File: config.mk
export PLATFORM = sky130hd
export DESIGN_NAME = irq_stack_seq
export DESIGN_NICKNAME = d
export VERILOG_FILES = /design/src/rtl/stk_seq_pkg.sv /design/src/rtl/stk_seq_ctrl.sv /design/src/rtl/stk_seq_dp.sv /design/src/rtl/irq_stack_seq.sv
export SDC_FILE = /design/constraint.sdc
export NUM_CORES = 1
export LEC_CHECK = 0
export CAP_MARGIN = 5
export CELL_PAD_IN_SITES_DETAIL_PLACEMENT = 1
export CELL_PAD_IN_SITES_GLOBAL_PLACEMENT = 2
export CORE_ASPECT_RATIO = 0.6
export CORE_UTILIZATION = 22
export DETAILED_ROUTE_END_ITERATION = 12
export GPL_ROUTABILITY_DRIVEN = 0
export GPL_TIMING_DRIVEN = 1
export PLACE_DENSITY_LB_ADDON = 0.2
export SLEW_MARGIN = 10
export SYNTH_ARGS = -nofsm -noshare
export SYNTH_HDL_FRONTEND = slang
export SYNTH_SLANG_ARGS = --single-unit
File: constraint.sdc
create_clock -name clk -period 3.7 [get_ports clk]
set_input_delay 0.74 -clock clk [delete_from_list [all_inputs] [get_ports clk]]
set_output_delay 0.74 -clock clk [all_outputs]
set_load 0.01 [all_outputs]
File: src/rtl/stk_seq_pkg.sv
package stk_seq_pkg;
  localparam int WORD_W = 16;
  localparam int BYTE_W = 8;
  localparam int STEP_W = 4;

  localparam int CC_I = 4;
  localparam int CC_F = 6;
  localparam int CC_E = 7;

  // frame position of each byte, in push order; pulls walk it backwards
  localparam logic [STEP_W-1:0] ST_PCL = 4'd0;
  localparam logic [STEP_W-1:0] ST_PCH = 4'd1;
  localparam logic [STEP_W-1:0] ST_UL  = 4'd2;
  localparam logic [STEP_W-1:0] ST_A   = 4'd10;
  localparam logic [STEP_W-1:0] ST_CC  = 4'd11;

  typedef enum logic [2:0] {
    K_SWI, K_SWI2, K_SWI3, K_IRQ, K_FIRQ, K_NMI, K_CWAI, K_RTI
  } seqKind_t;

  typedef struct packed {
    logic                capture;
    logic                capRti;
    logic                push;
    logic                pull;
    logic                vecHi;
    logic                vecLo;
    logic                fullSet;
    logic [STEP_W-1:0]   step;
    seqKind_t            kind;
  } seqStrobe_t;

  // slot index below the top vector word: address = top - 2*index
  function automatic logic [2:0] vecIndex(seqKind_t k);
    case (k)
      K_NMI:   return 3'd1;
      K_SWI:   return 3'd2;
      K_IRQ:   return 3'd3;
      K_FIRQ:  return 3'd4;
      K_SWI2:  return 3'd5;
      K_SWI3:  return 3'd6;
      default: return 3'd0;
    endcase
  endfunction

  function automatic logic [BYTE_W-1:0] entryMask(seqKind_t k);
    logic [BYTE_W-1:0] m;
    m = '0;
    case (k)
      K_SWI, K_FIRQ, K_NMI: begin m[CC_I] = 1'b1; m[CC_F] = 1'b1; end
      K_IRQ:                m[CC_I] = 1'b1;
      default:              m = '0;
    endcase
    return m;
  endfunction
endpackage

File: src/rtl/stk_seq_ctrl.sv
module stk_seq_ctrl
  import stk_seq_pkg::*;
(
  input  logic        clk,
  input  logic        rstN,
  input  logic        nmiReq,
  input  logic        firqReq,
  input  logic        irqReq,
  input  logic        swiReq,
  input  logic [1:0]  swiSel,
  input  logic        cwaiReq,
  input  logic        rtiReq,
  input  logic        irqMaskNow,
  input  logic        firqMaskNow,
  input  logic        irqMaskWait,
  input  logic        firqMaskWait,
  input  logic        pulledE,
  output seqStrobe_t  strb,
  output logic        busy,
  output logic        done
);
  typedef enum logic [2:0] {S_IDLE, S_PUSH, S_WAIT, S_VHI, S_VLO, S_PULL} state_t;

  state_t            state;
  logic [STEP_W-1:0] step;
  seqKind_t          kind;
  logic              full;

  seqKind_t newKind, wakeKind;
  logic     startEntry, startRti, wake;

  always_comb begin
    newKind    = K_SWI;
    startEntry = 1'b0;
    startRti   = 1'b0;
    if (nmiReq) begin
      newKind = K_NMI;  startEntry = 1'b1;
    end else if (firqReq && !firqMaskNow) begin
      newKind = K_FIRQ; startEntry = 1'b1;
    end else if (irqReq && !irqMaskNow) begin
      newKind = K_IRQ;  startEntry = 1'b1;
    end else if (swiReq && swiSel != 2'd3) begin
      newKind    = (swiSel == 2'd0) ? K_SWI : (swiSel == 2'd1) ? K_SWI2 : K_SWI3;
      startEntry = 1'b1;
    end else if (cwaiReq) begin
      newKind = K_CWAI; startEntry = 1'b1;
    end else if (rtiReq) begin
      newKind = K_RTI;  startRti = 1'b1;
    end
  end

  always_comb begin
    wakeKind = K_NMI;
    wake     = 1'b1;
    if (nmiReq)                         wakeKind = K_NMI;
    else if (firqReq && !firqMaskWait)  wakeKind = K_FIRQ;
    else if (irqReq && !irqMaskWait)    wakeKind = K_IRQ;
    else                                wake     = 1'b0;
  end

  always_comb begin
    strb.capture = (state == S_IDLE) && startEntry;
    strb.capRti  = (state == S_IDLE) && startRti;
    strb.push    = (state == S_PUSH);
    strb.pull    = (state == S_PULL);
    strb.vecHi   = (state == S_VHI);
    strb.vecLo   = (state == S_VLO);
    strb.fullSet = (newKind != K_FIRQ);
    strb.step    = step;
    if (state == S_IDLE)             strb.kind = newKind;
    else if (state == S_WAIT && wake) strb.kind = wakeKind;
    else                              strb.kind = kind;
  end

  always_ff @(posedge clk or negedge rstN) begin
    if (!rstN) begin
      state <= S_IDLE;
      step  <= '0;
      kind  <= K_SWI;
      full  <= 1'b0;
    end else begin
      case (state)
        S_IDLE: begin
          if (startEntry) begin
            state <= S_PUSH;
            step  <= ST_PCL;
            kind  <= newKind;
            full  <= (newKind != K_FIRQ);
          end else if (startRti) begin
            state <= S_PULL;
            step  <= ST_CC;
            kind  <= K_RTI;
          end
        end
        S_PUSH: begin
          if (step == ST_CC)
            state <= (kind == K_CWAI) ? S_WAIT : S_VHI;
          else if (step == ST_PCH && !full)
            step <= ST_CC;
          else
            step <= step + 1'b1;
        end
        S_WAIT: begin
          if (wake) begin
            kind  <= wakeKind;
            state <= S_VHI;
          end
        end
        S_VHI: state <= S_VLO;
        S_VLO: state <= S_IDLE;
        S_PULL: begin
          if (step == ST_PCL)     state <= S_IDLE;
          else if (step == ST_CC) step  <= pulledE ? ST_A : ST_PCH;
          else                    step  <= step - 1'b1;
        end
        default: state <= S_IDLE;
      endcase
    end
  end

  assign busy = (state != S_IDLE);
  assign done = (state == S_VLO) || (state == S_PULL && step == ST_PCL);

  // the sequence releases the block right after its final cycle
  p_done_release_r6: assert property (@(posedge clk) disable iff (!rstN)
    done |=> !busy);
endmodule

File: src/rtl/stk_seq_dp.sv
module stk_seq_dp
  import stk_seq_pkg::*;
#(
  parameter logic [WORD_W-1:0] VEC_TOP = 16'hFFFE
) (
  input  logic              clk,
  input  logic              rstN,
  input  seqStrobe_t        strb,
  input  logic [BYTE_W-1:0] cwaiMask,
  input  logic [WORD_W-1:0] pcIn,
  input  logic [WORD_W-1:0] uIn,
  input  logic [WORD_W-1:0] yIn,
  input  logic [WORD_W-1:0] xIn,
  input  logic [WORD_W-1:0] sIn,
  input  logic [BYTE_W-1:0] dpIn,
  input  logic [BYTE_W-1:0] aIn,
  input  logic [BYTE_W-1:0] bIn,
  input  logic [BYTE_W-1:0] ccIn,
  input  logic [BYTE_W-1:0] memRdata,
  output logic [WORD_W-1:0] memAddr,
  output logic              memWr,
  output logic              memRd,
  output logic [BYTE_W-1:0] memWdata,
  output logic              pcLoad,
  output logic [WORD_W-1:0] pcOut,
  output logic              ccLoad,
  output logic [BYTE_W-1:0] ccOut,
  output logic              sLoad,
  output logic [WORD_W-1:0] sOut,
  output logic              laneWe,
  output logic [STEP_W-1:0] laneSel,
  output logic [BYTE_W-1:0] laneData,
  output logic [BYTE_W-1:0] ccWork
);
  logic [WORD_W-1:0] sPtr;
  logic [BYTE_W-1:0] hiLatch;
  logic [BYTE_W-1:0] ccBase;
  logic [WORD_W-1:0] vecAddr;
  logic              pullPcHi, pullPcLo;

  assign ccBase   = (strb.kind == K_CWAI) ? (ccIn & cwaiMask) : ccIn;
  assign vecAddr  = VEC_TOP - {{(WORD_W-4){1'b0}}, vecIndex(strb.kind), 1'b0};
  assign pullPcHi = strb.pull && strb.step == ST_PCH;
  assign pullPcLo = strb.pull && strb.step == ST_PCL;

  always_ff @(posedge clk or negedge rstN) begin
    if (!rstN) begin
      sPtr    <= '0;
      ccWork  <= '0;
      hiLatch <= '0;
    end else begin
      if (strb.capture) begin
        sPtr   <= sIn;
        ccWork <= strb.fullSet ? (ccBase | (BYTE_W'(1) << CC_E))
                               : (ccBase & ~(BYTE_W'(1) << CC_E));
      end else if (strb.capRti) begin
        sPtr <= sIn;
      end else if (strb.push) begin
        sPtr <= sPtr - 1'b1;
      end else if (strb.pull) begin
        sPtr <= sPtr + 1'b1;
      end
      if (strb.vecHi || pullPcHi) hiLatch <= memRdata;
    end
  end

  always_comb begin
    case (strb.step)
      4'd0:    memWdata = pcIn[7:0];
      4'd1:    memWdata = pcIn[15:8];
      4'd2:    memWdata = uIn[7:0];
      4'd3:    memWdata = uIn[15:8];
      4'd4:    memWdata = yIn[7:0];
      4'd5:    memWdata = yIn[15:8];
      4'd6:    memWdata = xIn[7:0];
      4'd7:    memWdata = xIn[15:8];
      4'd8:    memWdata = dpIn;
      4'd9:    memWdata = bIn;
      4'd10:   memWdata = aIn;
      default: memWdata = ccWork;
    endcase
  end

  always_comb begin
    if (strb.push)       memAddr = sPtr - 1'b1;
    else if (strb.pull)  memAddr = sPtr;
    else if (strb.vecHi) memAddr = vecAddr;
    else if (strb.vecLo) memAddr = vecAddr + 1'b1;
    else                 memAddr = '0;
  end

  assign memWr    = strb.push;
  assign memRd    = strb.pull || strb.vecHi || strb.vecLo;
  assign pcLoad   = strb.vecLo || pullPcLo;
  assign pcOut    = {hiLatch, memRdata};
  assign ccLoad   = strb.vecLo || (strb.pull && strb.step == ST_CC);
  assign ccOut    = strb.vecLo ? (ccWork | entryMask(strb.kind)) : memRdata;
  assign sLoad    = strb.vecLo || pullPcLo;
  assign sOut     = pullPcLo ? sPtr + 1'b1 : sPtr;
  assign laneWe   = strb.pull && strb.step >= ST_UL && strb.step <= ST_A;
  assign laneSel  = strb.step;
  assign laneData = memRdata;

  // consecutive pushes walk the stack downward by one byte
  p_push_descend_r2: assert property (@(posedge clk) disable iff (!rstN)
    (strb.push && $past(strb.push)) |-> memAddr == $past(memAddr) - 1'b1);
  // consecutive pulls walk the stack upward by one byte
  p_pull_ascend_r8: assert property (@(posedge clk) disable iff (!rstN)
    (strb.pull && $past(strb.pull)) |-> memAddr == $past(memAddr) + 1'b1);
  // vector low byte is read right after the high byte, one address above
  p_vec_pair_r4: assert property (@(posedge clk) disable iff (!rstN)
    strb.vecLo |-> ($past(strb.vecHi) && memAddr == $past(memAddr) + 1'b1));
endmodule

File: src/rtl/irq_stack_seq.sv
module irq_stack_seq
  import stk_seq_pkg::*;
#(
  parameter logic [15:0] VEC_TOP = 16'hFFFE
) (
  input  logic        clk,
  input  logic        rstN,
  input  logic        nmiReq,
  input  logic        firqReq,
  input  logic        irqReq,
  input  logic        swiReq,
  input  logic [1:0]  swiSel,
  input  logic        cwaiReq,
  input  logic [7:0]  cwaiMask,
  input  logic        rtiReq,
  input  logic [15:0] pcIn,
  input  logic [15:0] uIn,
  input  logic [15:0] yIn,
  input  logic [15:0] xIn,
  input  logic [15:0] sIn,
  input  logic [7:0]  dpIn,
  input  logic [7:0]  aIn,
  input  logic [7:0]  bIn,
  input  logic [7:0]  ccIn,
  output logic [15:0] memAddr,
  output logic        memWr,
  output logic        memRd,
  output logic [7:0]  memWdata,
  input  logic [7:0]  memRdata,
  output logic        pcLoad,
  output logic [15:0] pcOut,
  output logic        ccLoad,
  output logic [7:0]  ccOut,
  output logic        sLoad,
  output logic [15:0] sOut,
  output logic        laneWe,
  output logic [3:0]  laneSel,
  output logic [7:0]  laneData,
  output logic        busy,
  output logic        done
);
  seqStrobe_t        strb;
  logic [BYTE_W-1:0] ccWork;

  stk_seq_ctrl u_ctrl (
    .clk          (clk),
    .rstN         (rstN),
    .nmiReq       (nmiReq),
    .firqReq      (firqReq),
    .irqReq       (irqReq),
    .swiReq       (swiReq),
    .swiSel       (swiSel),
    .cwaiReq      (cwaiReq),
    .rtiReq       (rtiReq),
    .irqMaskNow   (ccIn[CC_I]),
    .firqMaskNow  (ccIn[CC_F]),
    .irqMaskWait  (ccWork[CC_I]),
    .firqMaskWait (ccWork[CC_F]),
    .pulledE      (memRdata[CC_E]),
    .strb         (strb),
    .busy         (busy),
    .done         (done)
  );

  stk_seq_dp #(.VEC_TOP(VEC_TOP)) u_dp (
    .clk      (clk),
    .rstN     (rstN),
    .strb     (strb),
    .cwaiMask (cwaiMask),
    .pcIn     (pcIn),
    .uIn      (uIn),
    .yIn      (yIn),
    .xIn      (xIn),
    .sIn      (sIn),
    .dpIn     (dpIn),
    .aIn      (aIn),
    .bIn      (bIn),
    .ccIn     (ccIn),
    .memRdata (memRdata),
    .memAddr  (memAddr),
    .memWr    (memWr),
    .memRd    (memRd),
    .memWdata (memWdata),
    .pcLoad   (pcLoad),
    .pcOut    (pcOut),
    .ccLoad   (ccLoad),
    .ccOut    (ccOut),
    .sLoad    (sLoad),
    .sOut     (sOut),
    .laneWe   (laneWe),
    .laneSel  (laneSel),
    .laneData (laneData),
    .ccWork   (ccWork)
  );

  // the memory port never reads and writes in the same cycle
  p_rw_excl_r4: assert property (@(posedge clk) disable iff (!rstN)
    !(memRd && memWr));
  // memory is only touched inside a running sequence
  p_mem_in_busy_r11: assert property (@(posedge clk) disable iff (!rstN)
    (memWr || memRd) |-> busy);
  // final stack pointer and PC are loaded together with done
  p_done_loads_r6: assert property (@(posedge clk) disable iff (!rstN)
    done |-> (sLoad && pcLoad));
endmodule

==> flow_summary_export.csv <==
group,metric,value,unit
synth,yosysSeqAreaShare,21.9,%
synth,synth-seq-cells,42,
clocking,clock_latency,0.30,ns
setup_path,rr_startpoint,"u_ctrl.state[0]",
final_layout,num_antenna_cells,0,
timing,worst_pin_slew,0.654,ns
setup_path,cpPeakStageDelay,0.44,ns
timing,fmax,278,MHz
route,drt-pass1-iter-count,12,
pwr,vdd_drop_max,0.272,mV
pwr,switchingPower,3480,uW
outcome,status,"complete, but fails checks",
global_routing,grt_pass1_vias,6348,
outcome,violations,"DRC",
clocking,cts.clk_slew.worst_paths,0.07,ns
placement,portBuffers,219,
placement,hpwl,20400,um
timing,min_period,3.59,ns
route,antenna_left,0,
final_layout,layout_commonest_cell,"clkdlybuf4s50_1",
final_layout,final_cell_mix,"clkdlybuf4s50_1 (199), nand2_1 (79), buf_4 (71)",
route,via_per_inst,5.30,
setup_path,required,2.96,ns
global_routing,grt_usage,23.0,%
synth,synth_edf_count,0,
final_layout,finish.utilization,37.0,%
floorplan,fp-row-count,41,
route,drt_iter0_drc,488,
final_layout,nFillCells,2576,
pwr,combPwrFrac,78.2,%
floorplan,start_util,22.6,%
synth,syn_nets,795,
synth,syn_area_per_cell,7.40,sq um
synth,synthArstFlopShare,100,%
timing,skew,0.00761,ns
synth,netlist_area,0.00481,sq mm
timing,hold_ws,0.460,ns
clocking,cts_sinks,42,
floorplan,die_area,0.0225,sq mm
setup_path,cp-start-kind,"flip-flop",
floorplan,ios,222,
timing,slew-limit-headroom,56.4,%
timing,post-route-period-util,97.1,%
timing,maxSlewViolCount,0,
pwr,p_total,6980,uW
setup_path,cp-end-kind,"primary output",
synth,syn-instance-count,650,
min_path,min-delay-path-class,"in -> async",
global_routing,grt_pass1_wl,38700,um
final_layout,drive_above_1_share,17.9,%
setup_path,reg2reg_slack,1.10,ns
clocking,cts_buffers,5,
clocking,cts_hold_buf,0,
global_routing,grt_max_degree,34,
setup_path,cpMostUsedCell,"a21oi_2",
route,routed_wirelength,25700,um
final_layout,areaGrowthSynthToFinish,63.6,%
floorplan,coreArea,0.0212,sq mm
synth,synth_flop_cell,"dfrtp_1",
flow_run,max_cap_violations,0,
pwr,p_sw_share,49.9,%
timing,finalSetupViolCount,0,
setup_path,reg2reg_depth,10,
clocking,cts_tree,"yes",
pwr,leakage,0.00310,uW
setup_path,crit_path_cell_trace,"inv_2 > ha_1 > a21o_1 > a21oi_2 > a21oi_2 > a2111oi_4 > buf_6 > buf_4 > mux2_2 > dlygate4sd2_1",
setup_path,crit_slowest_cell,"dfrtp_1",
synth,synth_cell_types,73,
setup_path,worstPathMaxFanout,8,
floorplan,die_h,117,um
setup_path,arrival,2.85,ns
global_routing,grt_overflow_total,0,
floorplan,dieWidth,193,um
setup_path,r2r_end,"u_dp.sPtr[5]",
pwr,p_int,3500,uW
global_routing,antenna_found_initial,0,
synth,yosysWarnings,0,
final_layout,stdcell_count,1160,
final_layout,num-nets-final,1025,
setup_path,critPathKind,"reg -> out",
clocking,clk_root_buffer_cell,"clkbuf_16",
timing,finalHoldViolCount,0,
route,routedWlPerCell,22.2,um
placement,place_inst,1147,
route,drc,4,
pwr,p_clk_share,6.9,%
clocking,clockBufferDepth,2,
pwr,power_density,887,mW/mm^2
pwr,seq_power_share,14.9,%
route,via_count,6145,
clocking,ctsHtreeMaxLevel,2,
==> worst max-delay path, delay by kind of cell (launching register included) <==
kind	cells	cell delay, ns
muxes	1	0.32
AOI/OAI and AO/OA	4	0.81
buffers and inverters	4	0.72
adders and majority gates	1	0.26
DFF	1	0.44
==> layout make-up <==
cell class | count | area [sq um] | area share (%)
multi-input cells | 513 | 3440 | 43.8
repair buffers | 295 | 2790 | 35.5
flip-flops and latches | 42 | 1050 | 13.4
well taps | 279 | 349 | 4.44
clock buffers | 7 | 143 | 1.81
inverters | 23 | 86.3 | 1.10
clock inverters | 1 | 5.00 | 0.0636
==> registers in the layout, summed over array words and instances (netlist names) <==
name and flops:
u_ctrl.state 3, u_dp.ccWork 7, u_ctrl.kind 3, u_dp.sPtr 16, u_ctrl.step 4, u_ctrl.full 1
u_dp.hiLatch 8
==> layer usage <==
metal	share of wire [%]	wire length [um]	global-route usage, %	vias to the layer above
met4	0.82	211	3.41	0
met3	6.7	1720	5.77	18
li1	-	-	-	2837
met2	41	10500	32.9	205
met5	0	0	0	-
met1	52	13300	34.6	3085
==> power by group through the flow <==
stage               clock network (uW)  logic (uW)  registers [uW]
CTS                                492        5380            1020
finish                             481        5460            1040
floorplan                            0        2940             866
global placement                     0        5280            1010
detailed placement                   0        5360            1020
global route                       508        5900            1080
==> synth_stat cells (all sizes together), types with 8 or more instances <==
library cell | count | area (sq um)
o21ai | 45 | 225
o31ai | 14 | 115
xnor2 | 18 | 158
nand3 | 32 | 165
a21oi | 53 | 269
mux2 | 22 | 248
nor3 | 19 | 106
a211oi | 9 | 67.6
and3 | 9 | 57.6
clkbuf | 27 | 101
mux2i | 8 | 80.1
a22oi | 11 | 82.6
dfrtp | 42 | 1050
nand4 | 9 | 56.3
buf | 45 | 280
inv | 23 | 86.3
nand2b | 10 | 62.6
nor2b | 8 | 50.1
nor2 | 50 | 190
nand2 | 79 | 297
==> worst max path at each step <==
stage,endpoint,from,cells after the start
after CTS,ccOut[6],firqReq,12
final,memWdata[0],u_ctrl.step[0],10
after global routing,ccOut[6],irqReq,9
after floorplan,memWdata[0],u_ctrl.step[1],8
after detailed placement,ccOut[6],swiReq,9
after global placement,ccOut[6],swiReq,9
==> cell families (layout without fill, tap and decap cells) <==
kind of cell,after synthesis,in the layout,synth area share [%]
XOR/XNOR,23,23,4.19
adder cells (fa/ha/maj),7,7,1.82
multiplexers,30,30,6.82
buffers and inverters,95,326,9.73
flip-flops,42,42,21.9
AO/OA/AOI/OAI,212,212,30.7
AND/OR/NAND/NOR,241,241,24.9
==> through the flow <==
| stage | cell area (sq um) | setup TNS [ns] | worst slack [ns] |
|---|---|---|---|
| 2_1_floorplan | 4810 | 0 | 0.730 |
| 3_3_place_gp | 7510 | -1.20 | -0.386 |
| 3_5_place_dp | 7510 | -1.44 | -0.375 |
| 4_1_cts | 7730 | -0.0136 | -0.0136 |
| 5_1_grt | 7870 | -0.0128 | -0.00664 |
| 6_report | 7870 | 0 | 0.108 |
==> timing repair <==
action / 4_1_cts / 5_1_grt
gates cloned: 0 / 0
setup endpoints to repair: 36 / 19
buffers inserted: 3 / 2
pin swaps: 0 / 6
resized for setup: 31 / 34
(Power assumes the default switching activity.)
